[config.mk]
export PLATFORM = sky130hd
export DESIGN_NAME = pcfg_target
export DESIGN_NICKNAME = d
export VERILOG_FILES = /design/src/rtl/pcfg_pkg.sv /design/src/rtl/pcfg_regs.sv /design/src/rtl/pcfg_window.sv /design/src/rtl/pcfg_decode.sv /design/src/rtl/pcfg_target.sv
export SDC_FILE = /design/constraint.sdc
export NUM_CORES = 1
export LEC_CHECK = 0
export ABC_AREA = 0
export BUFFER_PORTS_ARGS = -buffer_cell sky130_fd_sc_hd__clkbuf_2
export CAP_MARGIN = 20
export CORE_MARGIN = 4
export CORE_UTILIZATION = 49
export DETAILED_ROUTE_END_ITERATION = 10
export PLACE_DENSITY = 0.86
export SETUP_SLACK_MARGIN = 0.4
export SLEW_MARGIN = 10
export SYNTH_ARGS = -nofsm -noshare
export SYNTH_HDL_FRONTEND = slang
export SYNTH_SLANG_ARGS = --single-unit
export TNS_END_PERCENT = 50
[constraint.sdc]
create_clock -name clk -period 2.2 [get_ports clk]
set_input_delay 0.11 -clock clk [delete_from_list [all_inputs] [get_ports clk]]
set_output_delay 0.11 -clock clk [all_outputs]
set_load 0.05 [all_outputs]
[src/rtl/pcfg_pkg.sv]
package pcfg_pkg;

    localparam int ADDR_W    = 32;
    localparam int IO_W      = 16;
    localparam int FUNC_W    = 3;
    localparam int OFF_W     = 8;
    localparam int MEM_ALIGN = 12;
    localparam int IO_ALIGN  = 6;
    localparam int ROM_ALIGN = 15;

    // Writable configuration state only; everything else is constant.
    typedef struct packed {
        logic                         mem_space;
        logic                         io_space;
        logic [ADDR_W-1:MEM_ALIGN]    mbar;
        logic [IO_W-1:IO_ALIGN]       iobar;
        logic                         rom_on;
        logic [ADDR_W-1:ROM_ALIGN]    rombar;
    } cfg_state_t;

    typedef struct packed {
        logic [ADDR_W-1:0] base;
        logic              en;
    } mwin_t;

    typedef struct packed {
        logic [IO_W-1:0] base;
        logic            en;
    } iowin_t;

    function automatic logic [7:0] cfg_read_byte(
        input cfg_state_t     s,
        input logic [OFF_W-1:0] off,
        input logic [15:0]    vid,
        input logic [15:0]    did
    );
        logic [7:0] v;
        case (off)
            8'h00:   v = vid[7:0];
            8'h01:   v = vid[15:8];
            8'h02:   v = did[7:0];
            8'h03:   v = did[15:8];
            8'h04:   v = {6'b0, s.mem_space, s.io_space};
            8'h11:   v = {s.mbar[15:12], 4'h0};
            8'h12:   v = s.mbar[23:16];
            8'h13:   v = s.mbar[31:24];
            8'h14:   v = {s.iobar[7:6], 5'b0, 1'b1};
            8'h15:   v = s.iobar[15:8];
            8'h30:   v = {7'b0, s.rom_on};
            8'h31:   v = {s.rombar[15], 7'b0};
            8'h32:   v = s.rombar[23:16];
            8'h33:   v = s.rombar[31:24];
            default: v = 8'h00;
        endcase
        return v;
    endfunction

endpackage

[src/rtl/pcfg_regs.sv]
module pcfg_regs
    import pcfg_pkg::*;
#(
    parameter logic [15:0] VENDOR_ID = 16'hA5C3,
    parameter logic [15:0] DEVICE_ID = 16'h7E10
) (
    input  logic              clk,
    input  logic              rst,
    input  logic              wr,
    input  logic              rd,
    input  logic [FUNC_W-1:0] func,
    input  logic [OFF_W-1:0]  off,
    input  logic [7:0]        wdata,
    output logic [7:0]        rdata,
    output logic              rvalid,
    output cfg_state_t        st
);

    logic fn0;
    assign fn0 = (func == '0);

    always_ff @(posedge clk) begin
        if (rst) begin
            st     <= '0;
            rdata  <= 8'h00;
            rvalid <= 1'b0;
        end else begin
            rvalid <= rd;
            if (rd)
                rdata <= fn0 ? cfg_read_byte(st, off, VENDOR_ID, DEVICE_ID) : 8'hFF;
            if (wr && fn0) begin
                case (off)
                    8'h04: begin
                        st.mem_space <= wdata[1];
                        st.io_space  <= wdata[0];
                    end
                    8'h11: st.mbar[15:12]   <= wdata[7:4];
                    8'h12: st.mbar[23:16]   <= wdata;
                    8'h13: st.mbar[31:24]   <= wdata;
                    8'h14: st.iobar[7:6]    <= wdata[7:6];
                    8'h15: st.iobar[15:8]   <= wdata;
                    8'h30: st.rom_on        <= wdata[0];
                    8'h31: st.rombar[15]    <= wdata[7];
                    8'h32: st.rombar[23:16] <= wdata;
                    8'h33: st.rombar[31:24] <= wdata;
                    default: ;
                endcase
            end
        end
    end

    AST_RVALID_FOLLOWS: assert property (@(posedge clk) disable iff (rst)
        rd |=> rvalid);
    AST_NO_SPURIOUS_VALID: assert property (@(posedge clk) disable iff (rst)
        !rd |=> !rvalid);
    AST_BADFUNC_FF: assert property (@(posedge clk) disable iff (rst)
        (rd && !fn0) |=> (rdata == 8'hFF));
    AST_CMD_UPPER_ZERO: assert property (@(posedge clk) disable iff (rst)
        (rd && fn0 && off == 8'h04) |=> (rdata[7:2] == 6'b0));
    AST_IOBAR_TYPE_BIT: assert property (@(posedge clk) disable iff (rst)
        (rd && fn0 && off == 8'h14) |=> rdata[0]);

endmodule

[src/rtl/pcfg_window.sv]
module pcfg_window #(
    parameter int W   = 32,
    parameter int LSB = 12
) (
    input  logic [W-1:0] base,
    input  logic         en,
    input  logic [W-1:0] addr,
    output logic         hit
);
    assign hit = en && (addr[W-1:LSB] == base[W-1:LSB]);
endmodule

[src/rtl/pcfg_decode.sv]
module pcfg_decode
    import pcfg_pkg::*;
(
    input  logic              clk,
    input  logic              rst,
    input  cfg_state_t        st,
    input  logic [ADDR_W-1:0] mem_addr,
    input  logic [IO_W-1:0]   io_addr,
    output mwin_t             mem_win,
    output iowin_t            io_win,
    output mwin_t             rom_win,
    output logic              mem_hit,
    output logic              io_hit,
    output logic              rom_hit
);

    always_comb begin
        mem_win.base = {st.mbar, {MEM_ALIGN{1'b0}}};
        mem_win.en   = st.mem_space;
        io_win.base  = {st.iobar, {IO_ALIGN{1'b0}}};
        io_win.en    = st.io_space && (st.iobar != '0);
        rom_win.base = {st.rombar, {ROM_ALIGN{1'b0}}};
        rom_win.en   = st.rom_on && st.mem_space;
    end

    pcfg_window #(.W(ADDR_W), .LSB(MEM_ALIGN)) u_mem_cmp (
        .base(mem_win.base), .en(mem_win.en), .addr(mem_addr), .hit(mem_hit));
    pcfg_window #(.W(IO_W), .LSB(IO_ALIGN)) u_io_cmp (
        .base(io_win.base), .en(io_win.en), .addr(io_addr), .hit(io_hit));
    pcfg_window #(.W(ADDR_W), .LSB(ROM_ALIGN)) u_rom_cmp (
        .base(rom_win.base), .en(rom_win.en), .addr(mem_addr), .hit(rom_hit));

    AST_MEMHIT_NEEDS_EN: assert property (@(posedge clk) disable iff (rst)
        mem_hit |-> mem_win.en);
    AST_IO_BASE_NONZERO: assert property (@(posedge clk) disable iff (rst)
        io_win.en |-> (io_win.base != '0));
    AST_IOHIT_NEEDS_EN: assert property (@(posedge clk) disable iff (rst)
        io_hit |-> io_win.en);
    AST_ROM_NEEDS_MEMSPACE: assert property (@(posedge clk) disable iff (rst)
        rom_win.en |-> mem_win.en);

endmodule

[src/rtl/pcfg_target.sv]
module pcfg_target
    import pcfg_pkg::*;
#(
    parameter logic [15:0] VENDOR_ID = 16'hA5C3,
    parameter logic [15:0] DEVICE_ID = 16'h7E10
) (
    input  logic              clk,
    input  logic              rst,
    input  logic              cfg_wr,
    input  logic              cfg_rd,
    input  logic [FUNC_W-1:0] cfg_func,
    input  logic [OFF_W-1:0]  cfg_off,
    input  logic [7:0]        cfg_wdata,
    output logic [7:0]        cfg_rdata,
    output logic              cfg_rvalid,
    input  logic [ADDR_W-1:0] mem_addr,
    input  logic [IO_W-1:0]   io_addr,
    output logic [ADDR_W-1:0] mem_base,
    output logic              mem_en,
    output logic [IO_W-1:0]   io_base,
    output logic              io_en,
    output logic [ADDR_W-1:0] rom_base,
    output logic              rom_en,
    output logic              mem_hit,
    output logic              io_hit,
    output logic              rom_hit
);

    cfg_state_t st;
    mwin_t      mem_win;
    mwin_t      rom_win;
    iowin_t     io_win;

    pcfg_regs #(.VENDOR_ID(VENDOR_ID), .DEVICE_ID(DEVICE_ID)) u_regs (
        .clk(clk), .rst(rst), .wr(cfg_wr), .rd(cfg_rd), .func(cfg_func),
        .off(cfg_off), .wdata(cfg_wdata), .rdata(cfg_rdata),
        .rvalid(cfg_rvalid), .st(st));

    pcfg_decode u_dec (
        .clk(clk), .rst(rst), .st(st), .mem_addr(mem_addr), .io_addr(io_addr),
        .mem_win(mem_win), .io_win(io_win), .rom_win(rom_win),
        .mem_hit(mem_hit), .io_hit(io_hit), .rom_hit(rom_hit));

    assign mem_base = mem_win.base;
    assign mem_en   = mem_win.en;
    assign io_base  = io_win.base;
    assign io_en    = io_win.en;
    assign rom_base = rom_win.base;
    assign rom_en   = rom_win.en;

    AST_FOREIGN_WR_INERT: assert property (@(posedge clk) disable iff (rst)
        (cfg_wr && cfg_func != '0) |=> ($stable(mem_base) && $stable(io_base) &&
                                        $stable(rom_base) && $stable(mem_en) &&
                                        $stable(io_en) && $stable(rom_en)));
    AST_RESET_CLOSED: assert property (@(posedge clk)
        rst |=> (!mem_en && !io_en && !rom_en));

endmodule

; ---- Yosys cells after proc, flatten, opt, wreduce, memory -nomap -nowiden
; Index checks and enable logic that the tools add are counted.
[totals]
wordCells = 50
reg_bits = 59
in_bits = 71
[classes]
n_mux = 2
eq_ne = 16
reduce_logical = 19
[ops]
columns = cell, count
row1 = one-hot mux 8 bit (14 select lines), 1
row2 = "equality test 8 x 5 -> 1 bit, second input constant", 5
row3 = "equality test 8 x 6 -> 1 bit, second input constant", 4
row4 = equality test 20 bit, 1
row5 = AND reduction 2 bit, 10
row6 = equality test 17 bit, 1
row7 = "equality test 8 x 2 -> 1 bit, second input constant", 2
row8 = equality test 10 bit, 1
row9 = nonzero test 10 bit, 1
row10 = "equality test 8 x 1 -> 1 bit, second input constant", 1
row11 = "equality test 8 x 3 -> 1 bit, second input constant", 1
row12 = logical NOT 8 bit, 1
row13 = 2-to-1 mux 8 bit, 1
row14 = logical AND 1 bit, 6
row15 = logical NOT 3 bit, 1

; ---- Longest topological paths before layout
; Gate-level depths: netlist of the first run.
[logic_depth]
word_depth = 3
ltp_mapped = 7
ltp_nobuf = 4

; ---- Cells and area by module
; Synthesis of the first run repeated with hierarchy kept, for this count alone.
[unflattened]
cells_unflattened = 461
area_unflattened_um2 = 4008.8
[modules_own_cells]
columns = module, seq_area_each_um2, cells_each, area_per_inst_um2, instances
row1 = pcfg_regs, 1181.1, 309, 2834.0, 1
row2 = pcfg_decode, 0.0, 88, 644.4, 1
row3 = pcfg_window at u_dec.u_mem_cmp, 0.0, 27, 224.0, 1
row4 = pcfg_window at u_dec.u_rom_cmp, 0.0, 23, 191.4, 1
row5 = pcfg_window at u_dec.u_io_cmp, 0.0, 14, 115.1, 1

; ---- Worst setup path before layout of the first run
; OpenSTA, ideal clock, no wires.
[synth_timing]
kind = register to output
start = reg, netlist name u_regs.st[49]
end = out rom_hit
required_time_ns = 2.090
setup_slack_ns = -0.680
arrival_time_ns = 2.770
path_stages_with_launch = 4
path_cell_list = dfxtp_1 > and2_1 > nand3_1 > nor4_1
[synth_via]
elab_chain_len = 2
[synth_rtl]
columns = item, line
row1 = logical AND 1 bit, pcfg_decode.sv:23  ; rom_win.en = st.rom_on && st.mem_space;
row2 = via rom_en, pcfg_target.sv:23  ; output logic rom_en,
row3 = logical AND 1 bit, pcfg_window.sv:10  ; assign hit = en && (addr[W-1:LSB] == base[W-1:LSB]);
row4 = to (decl), pcfg_target.sv:26  ; output logic rom_hit
; The timed path passes the listed nets, and every way through them passes these cells.

; ---- Worst setup path in the final report of the first run
[layout_timing]
start = reg, netlist name u_regs.st[36]
end = out mem_hit
[layout_via]
elab_chain_len = 2
[layout_rtl]
columns = item, line
row1 = equality test 20 bit, pcfg_window.sv:10
row2 = logical AND 1 bit, pcfg_window.sv:10
row3 = to (decl), pcfg_target.sv:24  ; output logic mem_hit,
; No other way between the ends.

==> flow_metrics.tcl, run 1 <==
set metrics [dict create \
    ys_seq_area_share_pct 30.21 \
    num_vias 3495 \
    outcome "finished clean" \
    routed_wl_um 11740 \
    ys_ff_latch 59 \
    startpoint "u_regs.st[36]" \
    io_buffers 114 \
    power_density_mw_per_mm2 560.6 \
    tns_ns 0 \
    worstPathRequired_ns 2.09 \
    synth_ff_type "dfxtp_1" \
    drt_iter0_drc 420 \
    finalSetupViolCount 0 \
    synth_edf_count 0 \
    end_kind "output pin" \
    yosysWarnings 0 \
    layout_min_cycle_time_ns 1.936 \
    start_util_pct 50.60 \
    drive_gt1_share_pct 32.56 \
    clk_latency_ns 0.35 \
    ioPinCount 166 \
    p_leak_nw 2.316 \
    die_x_um 97.33 \
    max_freq_ghz 0.5166 \
    clock-root-buffer "clkbuf_8" \
    min_period_over_period_pct 87.99 \
    grt_overflow_total 0 \
    cap_violations 0 \
    grt_pass1_wl_um 18090 \
    cts_htree_levels 3 \
    rows 32 \
    regToRegStartpoint "u_regs.st[31]" \
    swShare_pct 30.81 \
    clkTransAtPathRegs_ns 0.07 \
    intPower_mw 1.734 \
    grt_pass1_vias 3402 \
    avgRoutedWirePerCell_um 18.91 \
    criticalPathCategory "flop to output pin" \
    syn_area_mm2 0.003910 \
    cts_sinks 59 \
    cp_data_arrival_time_ns 1.83 \
    finalHoldViolCount 0 \
    synth_cells 440 \
    ff2ff_path_depth 3 \
    power_switching_mw 0.7720 \
    holdWs_ns 0.07115 \
    drc_errors 0 \
    grt_max_degree 38 \
    synthDistinctLibCells 43 \
    rrSetupSlack_ns 0.90 \
    worstSetupStartpointType "flop" \
    tightest_slew_ns 0.5607 \
    dieArea_mm2 0.009473 \
    endpoint "mem_hit" \
    maxSlewHeadroom_pct 62.54 \
    diodes 0 \
    skew_ns 0.007982 \
    rsz0062_at_grt "yes" \
    pwr-share-comb_pct 16.8 \
    nNetsFinal 585 \
    post_drt_via_cell_ratio 5.628 \
    final_antenna_net_count 0 \
    cts_tree "built" \
    regToRegEndpoint "u_regs.rdata[7]" \
    seq_power_share_pct 43.4 \
    detailed_place_hpwl_um 8932 \
    grt_usage_pct 24.17 \
    core_mm2 0.007727 \
    gp_congestion 1.002 \
    power_frac_clock_pct 39.8 \
    drtPass1Iterations 5 \
    slew_violations 0 \
    ys_async_sr_fraction_pct 0 \
    cp_max_fo 4 \
    clockBufferDepth 2 \
    fin_util_pct 57.84 \
    area_growth_syn_to_layout_pct 14.30 \
    synth_area_per_cell_um2 8.886 \
    antenna_found_initial 0 \
    peakVddDrop_mv 0.3454 \
    hp-class "primary input to flop" \
    fp.dieH_um 97.33 \
    numCtsBuffers 9 \
]
## cell type report
class                   count  area, um^2
fillers                   692        3258
inverters                   1       3.754
clock inverters             5       52.55
flip-flops and latches     59        1184
repair buffers            132       735.7
well taps                 102       127.6
clock buffers              11       141.4
multi-input cells         311        2225
## layer usage
metal  wire [um]  vias to the layer above  part of all wire [%]  GRT usage, %
li1            -                     1580                     -             -
met1        4859                     1647                    41         30.29
met2        5321                      232                    45         38.11
met3        1120                       36                   9.5         6.317
met4         442                        0                   3.8         12.67
met5           0                        -                     0             0
## synth_stat cells, types with 4 or more instances
library cell | number | area [um^2]
a22o_1 | 8 | 70.07
a311oi_1 | 6 | 52.55
a31oi_1 | 8 | 50.05
buf_4 | 80 | 600.6
clkbuf_1 | 17 | 63.81
dfxtp_1 | 59 | 1181
mux2_2 | 10 | 112.6
mux2i_1 | 51 | 510.5
nand2_1 | 5 | 18.77
nand3_1 | 18 | 90.09
nand4_1 | 7 | 43.79
nor2_1 | 59 | 221.5
nor2b_1 | 6 | 37.54
nor4_1 | 9 | 56.30
nor4b_1 | 4 | 35.03
o21ai_0 | 5 | 25.02
xnor2_1 | 29 | 254.0
xor2_1 | 19 | 166.4
## layout by cell type, fill, tap and decap left out, types with 3 or more instances in the layout
master and instances:
nor3b_1 3, nor4_2 4, nor2b_1 6, a22o_1 8, mux2_2 10, nor4b_1 4, clkbuf_2 112, a311oi_1 6
mux2i_1 51, o21ai_0 5, nand4_1 7, xnor2_1 29, xor2_1 18, nand2_1 5, a21oi_1 3, clkinv_2 3
dfxtp_1 57, nor2_1 59, nand3_1 18, nor3_1 3, a31oi_1 7, nor4_1 4, a32o_1 3, conb_1 33
buf_4 17, clkbuf_8 12
## cells by family (layout without fill, tap and decap cells)
| kind of cell | after synthesis | count (layout) | synth area share (%) |
|---|---|---|---|
| and+or+nand+nor | 129 | 129 | 17.76 |
| buffers and inverters | 102 | 149 | 17.57 |
| muxes | 61 | 61 | 15.94 |
| DFF | 59 | 59 | 30.21 |
| xor gates and xnor gates | 48 | 48 | 10.75 |
| AOI/OAI and AO/OA | 40 | 40 | 7.680 |
| other | 1 | 33 | 0.09591 |
## how the worst min path moves through the flow
stage / start / endpoint / slack (ns) / depth (start not counted)
after floorplan: cfg_wdata[1] / u_regs.st[10] / 0.25 / 2
after global placement: cfg_wdata[2] / u_regs.st[34] / 0.42 / 3
after detailed placement: cfg_wdata[2] / u_regs.st[34] / 0.43 / 3
after CTS: cfg_wdata[2] / u_regs.st[34] / 0.06 / 3
after global routing: cfg_wdata[2] / u_regs.st[3] / 0.1 / 3
final: cfg_wdata[2] / u_regs.st[3] / 0.07 / 3
## critical path, cell delays in order (launching register included)
cell and delay [ns]:
dfxtp_1 0.36, xor2_1 0.19, nor4_2 0.29, nand4_1 0.19
nor4_4 0.21, clkbuf_8 0.24
## sequential cells by signal, indices dropped and copies added (netlist names)
| signal | flops |
|---|---|
| u_regs.rvalid | 1 |
| u_regs.st | 50 |
| u_regs.rdata | 8 |
## power by group through the flow
stage | sequential [mW] | clock [mW] | combinational (mW)
6_report | 1.09 | 0.998 | 0.421
5_1_grt | 1.09 | 1.04 | 0.441
2_1_floorplan | 1.15 | 0 | 0.290
3_3_place_gp | 1.11 | 0 | 0.405
3_5_place_dp | 1.11 | 0 | 0.409
4_1_cts | 1.09 | 1.00 | 0.414
## metrics by stage
step	worst slack, ns	std cells	power (mW)	cell area, um^2
6_report	0.2643	621	2.505	4469
5_1_grt	0.1979	621	2.568	4469
3_3_place_gp	0.4868	603	1.515	4205
4_1_cts	0.2507	621	2.501	4469
3_5_place_dp	0.4409	603	1.520	4205
2_1_floorplan	0.1419	472	1.442	4058
## repair_timing
item | in CTS | in global routing
buffers inserted | 2 | 0
gates cloned | 0 | 0
hold buffers | 0 | 0
pin swaps | 5 | 0
endpoints found under the setup margin | 3 | 3
resized for setup | 11 | 0
(Power assumes the default switching activity.)
==> run 2, diff against run 1 <==
--- a/config.mk
+++ b/config.mk
@@ -9,10 +9,12 @@
 export BUFFER_PORTS_ARGS = -buffer_cell sky130_fd_sc_hd__clkbuf_2
 export CAP_MARGIN = 20
 export CORE_MARGIN = 4
-export CORE_UTILIZATION = 49
+export CORE_UTILIZATION = 45
+export CTS_BUF_LIST = sky130_fd_sc_hd__clkbuf_8
 export DETAILED_ROUTE_END_ITERATION = 10
-export PLACE_DENSITY = 0.86
+export PLACE_DENSITY = 0.83
 export SETUP_SLACK_MARGIN = 0.4
+export SKIP_CTS_REPAIR_TIMING = 1
 export SLEW_MARGIN = 10
 export SYNTH_ARGS = -nofsm -noshare
 export SYNTH_HDL_FRONTEND = slang
==> constraint.sdc (replaced) <==
create_clock -name clk -period 1.6 [get_ports clk]
set_input_delay 0.08 -clock clk [delete_from_list [all_inputs] [get_ports clk]]
set_output_delay 0.08 -clock clk [all_outputs]
set_load 0.05 [all_outputs]
==> run 2 against run 1 <==
  * The run now ends with negative setup slack left
  * Worst hold slack better by 0.0073 ns
  * Final cell count up 6.1%
  * Clock power grew 38%
  * Design area increased by 13%
  * Sequential share of layout area decreased by 2.3 points
  * First-iteration DRC count is 15% lower
  * Die area increased by 8.1%
  * Worst setup slack worse by 0.57 ns
  * Global-route usage fell by 0.45 points
==> flow_metrics.tcl, run 2 (synthesis results as in run 1) <==
set metrics [dict create \
    drt_iter0_drc 355 \
    final_cells 659 \
    cap_violations 0 \
    post_drt_via_cell_ratio 5.555 \
    cts_tree "built" \
    worst_slack_ns -0.3106 \
    tightest_slew_ns 0.5048 \
    area_growth_syn_to_layout_pct 29.47 \
    tns_ns -0.5143 \
    place_inst 633 \
    layout_min_cycle_time_ns 1.911 \
    drive_gt1_share_pct 44.58 \
    end_kind "output pin" \
    hp-class "primary input to flop" \
    rsz0062_at_grt "yes" \
    finalSetupViolCount 2 \
    grt_max_degree 25 \
    io_buffers 114 \
    ioPinCount 166 \
    avgRoutedWirePerCell_um 19.34 \
    nNetsFinal 620 \
    final_cell_mix "88 x clkbuf_2, 58 x nor2_1, 50 x mux2i_1" \
    numCtsBuffers 9 \
    finalHoldViolCount 0 \
    max_freq_ghz 0.5234 \
    fp.dieH_um 101.2 \
    min_period_over_period_pct 119.4 \
    die_x_um 101.2 \
    grt_pass1_wl_um 18570 \
    clockBufferDepth 2 \
    core_mm2 0.008341 \
    drc_errors 0 \
    largest_reg_flops 50 \
    power_mw 3.492 \
    rows 33 \
    failed_checks "negative setup slack" \
    routed_wl_um 12740 \
    cts_sinks 59 \
    outcome "finished, violations left" \
    layout_commonest_cell "clkbuf_2" \
    clkTransAtPathRegs_ns 0.07 \
    clock-root-buffer "clkbuf_8" \
    dieArea_mm2 0.01024 \
    antenna_found_initial 0 \
    power_density_mw_per_mm2 689.9 \
    top_register "u_regs.st" \
    gp_congestion 0.9052 \
    maxSlewHeadroom_pct 65.88 \
    start_util_pct 46.88 \
    grt_usage_pct 23.72 \
    pre_cts_slack_ns -0.1625 \
    p_leak_nw 2.590 \
    num_vias 3661 \
    worstSetupStartpointType "flop" \
    criticalPathCategory "flop to output pin" \
    grt_pass1_vias 3503 \
    peakVddDrop_mv 0.5124 \
    cp_data_arrival_time_ns 1.83 \
    holdWs_ns 0.07843 \
    detailed_place_hpwl_um 9512 \
    final_antenna_net_count 0 \
    clk_latency_ns 0.34 \
    fin_util_pct 60.70 \
    cp_max_fo 2 \
    design_area_mm2 0.005062 \
    drtPass1Iterations 5 \
    slew_violations 0 \
    worstPathRequired_ns 1.52 \
    grt_overflow_total 0 \
    dpl_cell_area_mm2 0.004576 \
    diodes 0 \
    top_regs "u_regs.st (50), u_regs.rdata (8), u_regs.rvalid (1)" \
    cts_htree_levels 3 \
    skew_ns 0.005704 \
]
## run 2: changes by cell type in the layout (fill, tap and decap cells not counted), sizes merged
cell	change
buf	+50
clkbuf	-16
inv	+1
## run 2: power breakdown
group          internal (mW)  switching (mW)  total [mW]  leakage [nW]
sequential              1.47          0.0101        1.48         0.491
combinational          0.169           0.456       0.626          2.00
clock                  0.748           0.636        1.38         0.103
total                   2.39            1.10        3.49          2.59
## run 2: metal layers
layer	global-route usage, %	wire length, um	vias up
li1	-	-	1655
met2	38.13	6155	221
met4	8.793	450	0
met1	30.81	5050	1732
met3	5.854	1087	53
met5	0	0	-
## run 2: area by class of cell
class / instances / area (um^2)
sequential: 59 / 1226
clock buffer: 10 / 137.6
fill: 706 / 3278
tap: 105 / 131.4
clock inverter: 6 / 56.30
timing repair buffer: 167 / 1087
inverter: 1 / 3.754
multi-input combinational: 311 / 2420
## run 2: worst max-delay path, cell delays in order (launching register included)
cell and delay [ns]:
dfxtp_2 0.34, xor2_2 0.14, nor4_2 0.36, buf_4 0.19
nand3_4 0.06, nor4_4 0.22, buf_12 0.18
## run 2: path summary, 6_finish.rpt
check        cells after the start  slack, ns            start              end
min                              3       0.08     cfg_wdata[2]    u_regs.st[34]
max reg2reg                      5       0.29    u_regs.st[19]  u_regs.rdata[7]
max                              6      -0.31    u_regs.st[12]          rom_hit
min reg2reg                      2       0.50  u_regs.rdata[3]  u_regs.rdata[3]
